--- src/rtl/smem_mon_pkg.sv ---
package smem_mon_pkg;
   localparam int NRULE    = 8;
   localparam int RULE_RC  = 0;
   localparam int RULE_WC  = 1;
   localparam int RULE_AS  = 2;
   localparam int RULE_AW  = 3;
   localparam int RULE_WE  = 4;
   localparam int RULE_CW  = 5;
   localparam int RULE_DS  = 6;
   localparam int RULE_DH  = 7;
endpackage

--- src/rtl/smem_run_ctr.sv ---
// Saturating run-length counter. CHANGE_MODE=1: counts samples with an
// unchanged value (restart at 1). CHANGE_MODE=0: counts consecutive high samples.
module smem_run_ctr #(
   parameter int W           = 8,
   parameter int TW          = 8,
   parameter bit CHANGE_MODE = 1'b1
) (
   input  logic          clk,
   input  logic          rst_n,
   input  logic [W-1:0]  sig,
   output logic [W-1:0]  last,
   output logic [TW-1:0] run
);
   localparam logic [TW-1:0] RUN_MAX = '1;

   logic [TW-1:0] run_inc;
   logic [TW-1:0] run_nxt;

   assign run_inc = (run == RUN_MAX) ? RUN_MAX : run + 1'b1;

   generate
      if (CHANGE_MODE) begin : g_change
         assign run_nxt = (sig != last) ? TW'(1) : run_inc;
      end else begin : g_level
         assign run_nxt = (sig != '0) ? run_inc : '0;
      end
   endgenerate

   always_ff @(posedge clk) begin
      if (!rst_n) begin
         last <= '0;
         run  <= '0;
      end else begin
         last <= sig;
         run  <= run_nxt;
      end
   end
endmodule

--- src/rtl/smem_hold_trk.sv ---
module smem_hold_trk #(
   parameter int TW = 8
) (
   input  logic          clk,
   input  logic          rst_n,
   input  logic          end_evt,
   input  logic          changed,
   input  logic [TW-1:0] min_hold,
   output logic          viol
);
   logic          pend;
   logic [TW-1:0] cnt;
   logic [TW:0]   cnt_inc;

   assign cnt_inc = {1'b0, cnt} + 1'b1;
   assign viol    = changed & ((end_evt & (min_hold != '0)) | pend);

   always_ff @(posedge clk) begin
      if (!rst_n) begin
         pend <= 1'b0;
         cnt  <= '0;
      end else if (end_evt) begin
         pend <= !changed && (min_hold > TW'(1));
         cnt  <= TW'(1);
      end else if (pend) begin
         if (changed) begin
            pend <= 1'b0;
         end else begin
            cnt  <= cnt_inc[TW-1:0];
            pend <= cnt_inc < {1'b0, min_hold};
         end
      end
   end
endmodule

--- src/rtl/smem_viol_log.sv ---
module smem_viol_log #(
   parameter int NR    = 8,
   parameter int CNT_W = 16
) (
   input  logic             clk,
   input  logic             rst_n,
   input  logic             clear,
   input  logic [NR-1:0]    viol,
   output logic [NR-1:0]    flags,
   output logic [CNT_W-1:0] count
);
   localparam logic [CNT_W-1:0] CNT_MAX = '1;

   logic [CNT_W-1:0] base;

   assign base = clear ? '0 : count;

   always_ff @(posedge clk) begin
      if (!rst_n) begin
         flags <= '0;
         count <= '0;
      end else begin
         flags <= (clear ? '0 : flags) | viol;
         if (viol != '0 && base != CNT_MAX) count <= base + 1'b1;
         else                               count <= base;
      end
   end
endmodule

--- src/rtl/smem_timing_mon.sv ---
module smem_timing_mon
   import smem_mon_pkg::*;
#(
   parameter int ADDR_W = 16,
   parameter int DATA_W = 16,
   parameter int TW     = 8,
   parameter int CNT_W  = 16
) (
   input  logic              clk,
   input  logic              rst_n,
   input  logic              enable,
   input  logic              clear,
   input  logic [ADDR_W-1:0] bus_addr,
   input  logic              bus_cs,
   input  logic              bus_we,
   input  logic              bus_oe,
   input  logic [DATA_W-1:0] bus_data,
   input  logic [TW-1:0]     min_rd_cycle,
   input  logic [TW-1:0]     min_wr_cycle,
   input  logic [TW-1:0]     min_addr_setup,
   input  logic [TW-1:0]     min_addr_to_end,
   input  logic [TW-1:0]     min_we_pulse,
   input  logic [TW-1:0]     min_cs_to_end,
   input  logic [TW-1:0]     min_data_setup,
   input  logic [TW-1:0]     min_data_hold,
   output logic [NRULE-1:0]  viol_flags,
   output logic [CNT_W-1:0]  viol_count
);
   generate
      if (ADDR_W < 1 || DATA_W < 1) begin : g_bad_bus
         $error("bus widths must be positive");
      end
      if (TW < 2 || CNT_W < 2) begin : g_bad_cnt
         $error("counter widths must be at least 2");
      end
   endgenerate

   logic [TW-1:0]     lim [NRULE];
   logic [TW-1:0]     lim_in [NRULE];
   logic [ADDR_W-1:0] addr_last;
   logic [DATA_W-1:0] data_last;
   logic [TW-1:0]     addr_run, data_run, we_run, cs_run;
   logic              we_last, cs_last;
   logic              act, act_q, rd, a_chg, d_chg, wr_start, wr_end;
   logic              had_wr, had_rd, hold_viol;
   logic [TW-1:0]     setup;
   logic [NRULE-1:0]  rule, viol;

   assign lim_in[RULE_RC] = min_rd_cycle;
   assign lim_in[RULE_WC] = min_wr_cycle;
   assign lim_in[RULE_AS] = min_addr_setup;
   assign lim_in[RULE_AW] = min_addr_to_end;
   assign lim_in[RULE_WE] = min_we_pulse;
   assign lim_in[RULE_CW] = min_cs_to_end;
   assign lim_in[RULE_DS] = min_data_setup;
   assign lim_in[RULE_DH] = min_data_hold;

   // minimums captured only while checking is off
   for (genvar i = 0; i < NRULE; i++) begin : g_lim
      always_ff @(posedge clk) begin
         if (!rst_n)       lim[i] <= '0;
         else if (!enable) lim[i] <= lim_in[i];
      end
   end

   smem_run_ctr #(.W(ADDR_W), .TW(TW), .CHANGE_MODE(1'b1)) u_addr_run (
      .clk(clk), .rst_n(rst_n), .sig(bus_addr), .last(addr_last), .run(addr_run));
   smem_run_ctr #(.W(DATA_W), .TW(TW), .CHANGE_MODE(1'b1)) u_data_run (
      .clk(clk), .rst_n(rst_n), .sig(bus_data), .last(data_last), .run(data_run));
   smem_run_ctr #(.W(1), .TW(TW), .CHANGE_MODE(1'b0)) u_we_run (
      .clk(clk), .rst_n(rst_n), .sig(bus_we), .last(we_last), .run(we_run));
   smem_run_ctr #(.W(1), .TW(TW), .CHANGE_MODE(1'b0)) u_cs_run (
      .clk(clk), .rst_n(rst_n), .sig(bus_cs), .last(cs_last), .run(cs_run));

   assign act      = bus_cs & bus_we;
   assign act_q    = cs_last & we_last;
   assign rd       = bus_cs & bus_oe & ~bus_we;
   assign a_chg    = bus_addr != addr_last;
   assign d_chg    = bus_data != data_last;
   assign wr_start = act & ~act_q;
   assign wr_end   = act_q & ~act;              // first of the two to drop
   assign setup    = a_chg ? '0 : addr_run;

   always_ff @(posedge clk) begin
      if (!rst_n) begin
         had_wr <= 1'b0;
         had_rd <= 1'b0;
      end else if (a_chg) begin
         had_wr <= act;
         had_rd <= rd;
      end else begin
         had_wr <= had_wr | act;
         had_rd <= had_rd | rd;
      end
   end

   smem_hold_trk #(.TW(TW)) u_hold (
      .clk(clk), .rst_n(rst_n), .end_evt(wr_end), .changed(d_chg),
      .min_hold(lim[RULE_DH]), .viol(hold_viol));

   always_comb begin
      rule          = '0;
      rule[RULE_RC] = a_chg & ~had_wr & had_rd & (addr_run < lim[RULE_RC]);
      rule[RULE_WC] = a_chg & had_wr & (addr_run < lim[RULE_WC]);
      rule[RULE_AS] = wr_start & (setup < lim[RULE_AS]);
      rule[RULE_AW] = wr_end & (addr_run < lim[RULE_AW]);
      rule[RULE_WE] = wr_end & (we_run < lim[RULE_WE]);
      rule[RULE_CW] = wr_end & (cs_run < lim[RULE_CW]);
      rule[RULE_DS] = wr_end & (data_run < lim[RULE_DS]);
      rule[RULE_DH] = hold_viol;
   end

   assign viol = enable ? rule : '0;

   smem_viol_log #(.NR(NRULE), .CNT_W(CNT_W)) u_log (
      .clk(clk), .rst_n(rst_n), .clear(clear), .viol(viol),
      .flags(viol_flags), .count(viol_count));
endmodule

--- config.mk ---
export PLATFORM = sky130hd
export DESIGN_NAME = smem_timing_mon
export DESIGN_NICKNAME = d
export VERILOG_FILES = /design/src/rtl/smem_mon_pkg.sv /design/src/rtl/smem_run_ctr.sv /design/src/rtl/smem_hold_trk.sv /design/src/rtl/smem_viol_log.sv /design/src/rtl/smem_timing_mon.sv
export SDC_FILE = /design/constraint.sdc
export NUM_CORES = 1
export LEC_CHECK = 0
export CAP_MARGIN = 20
export CORE_MARGIN = 8
export CORE_UTILIZATION = 40
export DETAILED_ROUTE_END_ITERATION = 8
export GPL_TIMING_DRIVEN = 0
export MAX_ROUTING_LAYER = met4
export SETUP_SLACK_MARGIN = 0.4
export SLEW_MARGIN = 30
export SYNTH_ARGS = -nofsm -noshare
export SYNTH_HDL_FRONTEND = slang
export SYNTH_SLANG_ARGS = --single-unit
--- constraint.sdc ---
create_clock -name clk -period 11.8 [get_ports clk]
set_input_delay 2.95 -clock clk [delete_from_list [all_inputs] [get_ports clk]]
set_output_delay 2.95 -clock clk [all_outputs]
set_load 0.02 [all_outputs]
==> summary.md, run 1 <==
| Metric | Value |
|---|---|
| Post-synth top cells | dfxtp_1 (101), and3_1 (74), inv_1 (73) |
| Top FF cell, synth | dfxtp_1 |
| Largest net degree at the start of global routing | 51 |
| Core footprint | 20200 um2 |
| Die area | 25300 um2 |
| Hold WC Path Type | reg2reg |
| Fillers | 1898 |
| CP Max Fanout | 10 |
| Netlist Area Pre-Place | 8190 um2 |
| Cells after Synth | 812 |
| Setup TNS | 0 ps |
| Relative slew slack | 46.9% |
| CP Class | in2reg |
| Port-buffer cells | 126 |
| Peak supply drop | 84.5 uV |
| Antenna violations before repair | 0 |
| Site row count | 52 |
| Worst-margin pin slew | 797 ps |
| Worst-Skew Late Latency | 420 ps |
| Outcome | completed |
| Vias in the first global route | 6144 |
| CTS Sinks | 165 |
| Startpoint types | input pin |
| Peak Freq | 150 MHz |
| Crit path from | bus_addr[2] |
| WP data required | 12160 ps |
| Total setup buffers inserted after CTS | 0 |
| Met2 GRT Util | 24.0% |
| Via count | 6176 |
| Num CTS Buffers | 17 |
| ANT nets after route | 0 |
| Top-count cell post-synth | dfxtp_1 |
| Clock-pin slew on the worst setup and hold paths | 70 ps |
| GRT Total Usage | 15.9% |
| Multi-input combinational cell area | 3850 um2 |
| Boundary Pins | 127 |
| Syn_nets | 977 |
| Htree depth | 4 |
| Fin area | 10400 um2 |
| Die Y | 159 um |
| CTS tree | yes |
| Tmin final | 6670 ps |
| CTS hold repair buffers | 0 |
| Grt ovf | 0 |
| Share of the synthesized area in the top cell type | 24.7% |
| Met1 Usage GRT | 20.6% |
| RSZ-0062 raised after global routing | false |
| Initial Util | 40.6% |
| #FFs+latches synth | 165 |
| Hpwl dp | 14500 um |
| Placed Area | 9820 um2 |
| Iter 0 DRT Violations | 331 |
| # DRC | 0 |
| Final setup vio count | 0 |
| Routed length per instance | 15.4 um |
| Final hold vios | 0 |
| Root Driver | clkbuf_16 |
| CP endpoint kind | flop |
| GR Layer Usage met3 | 3.57% |
| Post-CTS sizing | 0 |
| Routed wire length | 19100 um |
| Nets@finish | 1123 |
| CTS Buffer Depth | 2 |
| First-pass GRT wire length | 31600 um |
| Routed vias/inst | 4.98 |
| Final clock skew | 6.36 ps |
| Placed Cells | 1209 |
| Share of synthesized registers carrying an async set or reset | 0% |
| Crit share post-route | 56.5% |
| Avg Cell Area, Syn | 10.1 um2 |
| Largest area contributor in the netlist | dfxtp_1 |
| Distinct cells, synth | 55 |
| Top cells by area, synth | dfxtp_1 (25%), edfxtp_1 (23%), ha_1 (9.5%) |
| Tot Pwr | 1270 uW |
| Layout Cells excl Fill | 1241 |
| CP arrival | 7020 ps |
| GPL Wtd Cong | 0.800 |
| Cell Pwr Density | 123 nW/um2 |
| Post-synth EDFFs | 64 |
| Reg area | 3940 um2 |
| Hold Path Cell Cnt | 2 |
| Die X | 159 um |
| Max Cap Viol | 0 |
| Sequential-to-total area share from yosys stat | 48.2% |
| Most used routing layer | met2 |
| Lkg Pwr | 0.00440 uW |
| Antenna cells | 0 |
| Flop2flop setup slack | 7830 ps |
| Ys Warns | 0 |
| RR Endpoint | u_log.count[10] |
| Share of cells above drive strength 1 | 5.05% |
| Area grow syn2layout | 26.6% |
| Reg2Reg Depth | 16 |
| Max Slew Vio Count | 0 |
| FF-to-FF Start | u_addr_run.last[7] |
| WHS | 491 ps |
| Setup crit end | u_log.count[10] |
| TritonRoute pass-1 iters | 4 |
-- flip-flops by register name, indices dropped and copies added (netlist names) --
signal and cells:
lim 64, u_hold.pend 1, u_we_run.last 1, u_log.count 16
u_hold.cnt 8, u_log.flags 8, u_data_run.run 8, u_addr_run.run 8
u_cs_run.run 8, u_we_run.run 8, u_data_run.last 16, had_rd 1
u_addr_run.last 16, u_cs_run.last 1, had_wr 1
-- worst max-delay path, stage by stage --
cell,delay [ps]
clkdlybuf4s50_1,510
xnor2_1,130
nand4_1,150
nor4_4,450
clkbuf_1,370
and2_1,190
ha_1,240
a21o_1,180
a2111oi_0,460
o21ai_1,140
a211oi_2,340
a2111oi_4,90
a21boi_2,210
buf_6,170
buf_6,150
o2111ai_1,130
a21oi_2,150
-- layout make-up --
type	instances	share of cell area [%]
Sequential cell	165	38.1
Multi-Input combinational cell	545	37.2
Timing Repair Buffer	127	12.4
Clock buffer	18	4.24
Tap cell	270	3.26
Inverter	73	2.65
Buffer	29	1.20
Clock inverter	14	0.966
-- kinds of logic after synthesis --
| kind of cell | count (synthesis) | synth area share [%] |
|---|---|---|
| AND/OR/NAND/NOR | 298 | 20.4 |
| flip-flops | 165 | 48.2 |
| AO/OA/AOI/OAI | 118 | 9.74 |
| buffers and inverters | 102 | 4.86 |
| adder cells (fa/ha/maj) | 62 | 9.48 |
| XOR/XNOR | 58 | 6.21 |
| multiplexers | 9 | 1.10 |
-- cell usage in the layout (no fill, tap or decap), types with 3 or more instances in the layout --
cell type          n
nand2b_1           9
ha_1              62
nand4_1           21
and2_1            41
xor2_1            17
nor2_1            34
inv_6              5
clkbuf_16         17
o21ai_0           13
a21o_1            16
and3_1            74
o211ai_1           3
xnor2_1           41
nand3_1           29
nand2_1           48
clkbuf_1          27
inv_1             73
a211o_1            3
o2111ai_1          3
a31oi_1            8
a211oi_1           3
clkdlybuf4s50_1  126
clkinv_2           4
mux2i_1            9
edfxtp_1          64
nor2b_1            4
and4_1             4
a21oi_1           46
nand4b_1           5
nor3_1            15
dfxtp_1          101
-- report_power, final --
| part | switching [uW] | leakage, uW | internal [uW] |
|---|---|---|---|
| clock network | 239 | 0.000267 | 277 |
| logic | 59.7 | 0.00262 | 68.0 |
| registers | 9.59 | 0.00151 | 619 |
-- routing by layer --
metal  wire length [um]  up-vias
met5                  0        -
met1               9460     2838
met4                364        0
li1                   -     3166
met2               8410      144
met3                859       28
-- how the worst min path moves through the flow --
stage	endpoint	from	slack [ps]
floorplan	had_rd	had_rd	440
global placement	u_we_run.run[0]	u_we_run.run[0]	470
detailed placement	u_log.flags[5]	u_log.flags[5]	480
CTS	had_rd	had_rd	490
global route	u_log.flags[5]	u_log.flags[5]	520
finish	had_rd	had_rd	490
-- through the flow --
step | worst slack [ps] | utilization, %
3_5_place_dp | 4720 | 48.7
2_1_floorplan | 5870 | -
4_1_cts | 5150 | 51.4
5_1_grt | 4710 | 51.4
3_3_place_gp | 4750 | 48.5
6_report | 5130 | 51.4
No activity file was read; power rests on OpenSTA's default activity.
==> inputs of run 2 (changes only) <==
- clock period: 11.8 -> 6.35 ns (I/O delays scaled with it)
==> results of run 2 <==
The final DEF is identical to that of run 1. Status: completed.
Among the figures that moved: setup slack after placement 4720 ps -> 632 ps; setup slack after layout 5130 ps -> 1050 ps; register-to-register setup slack 7830 ps -> 2380 ps; total power 1270 uW -> 2360 uW; worst IR drop on VDD 84.5 uV -> 157 uV
==> inputs of run 3 (changes only) <==
- clock period: 6.35 -> 4.87 ns (I/O delays scaled with it)
==> run 3 against run 2 <==
  * Routed wire length increased by 1.6%
  * Global-route usage increased by 0.10 points
  * Largest cell class unchanged
  * Setup slack got worse by 490 ps
  * Critical path depth unchanged
  * Cell count increased by 0.56%
  * Core utilization increased by 0.71 points
  * Sequential cell count unchanged
  * Clock power increased by 30%
==> summary.md, run 3 (synthesized netlist as in run 1, its figures left out) <==
| Metric | Value |
|---|---|
| Crit path from | bus_addr[0] |
| Num CTS Buffers | 17 |
| CTS Sinks | 165 |
| Hold WC Path Type | reg2reg |
| RSZ-0062 raised after global routing | false |
| Layout Cells excl Fill | 1248 |
| GRT Total Usage | 16.0% |
| CTS tree | yes |
| Area grow syn2layout | 28.3% |
| Outcome | completed |
| Routed vias/inst | 4.98 |
| Nets@finish | 1130 |
| Max reg flops | 64 |
| Reg with most FFs | lim |
| Clock-pin slew on the worst setup and hold paths | 60 ps |
| CP endpoint kind | flop |
| Pre-CTS WS | -478 ps |
| Core footprint | 20200 um2 |
| CP Class | in2reg |
| Final clock skew | 11.6 ps |
| Hpwl dp | 14500 um |
| FF-to-FF Start | u_addr_run.last[7] |
| Setup TNS | 0 ps |
| Worst-margin pin slew | 788 ps |
| Initial Util | 40.6% |
| Htree depth | 4 |
| Commonest cells after routing, fill and taps aside | clkdlybuf4s50_1 (117), dfxtp_1 (101), and3_1 (74), inv_1 (73), edfxtp_1 (64) |
| ANT nets after route | 0 |
| Setup WS post-layout | 558 ps |
| Relative slew slack | 47.5% |
| Routed length per instance | 15.5 um |
| Max Cap Viol | 0 |
| HP Start | u_log.flags[5] |
| TritonRoute pass-1 iters | 6 |
| Crit share post-route | 88.5% |
| Max stage delay on crit path | 480 ps |
| Site row count | 52 |
| Grt ovf | 0 |
| Cell with the most instances on the worst path | buf_4 |
| Reg area | 3940 um2 |
| Vias in the first global route | 6171 |
| Final hold vios | 0 |
| Antenna cells | 0 |
| Tot Pwr | 3090 uW |
| CTS Buffer Depth | 2 |
| Die area | 25300 um2 |
| Largest net degree at the start of global routing | 51 |
| Root Driver | clkbuf_16 |
| Fillers | 1876 |
| Antenna violations before repair | 0 |
| Die Y | 159 um |
| WHS | 494 ps |
| CTS hold repair buffers | 0 |
| Crit path max-delay cell type | clkdlybuf4s50_1 |
| # DRC | 0 |
| Multi-input combinational cell area | 3910 um2 |
| WP data required | 5230 ps |
| First-pass GRT wire length | 31800 um |
| Commonest non-fill, non-tap cell in the layout | clkdlybuf4s50_1 |
| Share of cells above drive strength 1 | 6.54% |
| Peak Freq | 232 MHz |
| Worst-Skew Late Latency | 430 ps |
| Peak supply drop | 206 uV |
| CP arrival | 4670 ps |
| Iter 0 DRT Violations | 341 |
| Die X | 159 um |
| Routed wire length | 19400 um |
| Tmin final | 4310 ps |
| GPL Wtd Cong | 0.800 |
| Cell Pwr Density | 294 nW/um2 |
| Startpoint types | input pin |
| Lkg Pwr | 0.00453 uW |
| Final setup vio count | 0 |
| CP Max Fanout | 9 |
| Cell Chain, Critical Path | clkdlybuf4s50_1, xnor2_1, nand4_1, nor4_4, clkbuf_8, buf_6, and2_4, ha_4, nand3_1, nor3_2, a211oi_2, buf_4, a2111oi_4, a21boi_2, buf_4, a311o_1, a21oi_2 |
| Max Slew Vio Count | 0 |
| Boundary Pins | 127 |
| Port-buffer cells | 126 |
| Placed Cells | 1209 |
| Via count | 6210 |
[run 3: cell types whose count changed in the layout (fill, tap and decap cells not counted), moves of 2 or more]
cell / delta
buf_4: +6
clkdlybuf4s50_1: -9
dlymetal6s2s_1: +9
nor3_1: -2
nor3_2: +2
[run 3: area by class of cell]
class                   instances  area share [%]
clock inverters                14           0.953
well taps                     270            3.22
inverters                      73            2.61
clock buffers                  18            4.18
repair buffers                134            13.0
flip-flops and latches        165            37.6
plain buffers                  29            1.27
multi-input cells             545            37.2
[run 3: worst paths after layout]
kind / end / slack (ps) / cells past startpoint
worst max-delay path: u_log.count[10] / 560 / 17
worst min-delay path: u_log.flags[5] / 490 / 2
worst max register to register: u_log.count[10] / 1470 / 16
worst min register to register: u_log.flags[5] / 490 / 2
[run 3: repair_timing]
| action | 4_1_cts | 5_1_grt |
|---|---|---|
| cloned | 0 | 0 |
| pin swaps | 3 | 10 |
| hold endpoints to repair | 0 | 0 |
| setup buffers | 7 | 0 |
| resized for setup | 5 | 17 |
| endpoints found under the setup margin | 16 | 13 |
[run 3: power by group]
part	switching (uW)	internal [uW]	leakage, uW	total [uW]
clock	577	671	0.000267	1250
combinational	149	170	0.00275	319
sequential	23.3	1500	0.00151	1520
total	750	2340	0.00453	3090
[run 3: metal layers]
layer | global-route usage [%] | wire length (um) | vias to the layer above
met5 | - | 0 | -
met4 | 6.35 | 286 | 0
met3 | 3.44 | 992 | 19
met2 | 24.0 | 8720 | 147
met1 | 20.8 | 9400 | 2864
li1 | - | - | 3180
[run 3: worst max-delay path, delay by kind of cell]
kind	cells	cell delay [ps]
xor+xnor	1	120
simple gates	5	1070
buf+inv	5	1130
compound gates	5	980
fa+ha+maj	1	150
[run 3: stage by stage]
step	utilization [%]	cell area, um2
floorplan	-	8190
global placement	48.5	9780
detailed placement	48.7	9820
CTS	51.7	10400
global route	52.1	10500
finish	52.1	10500
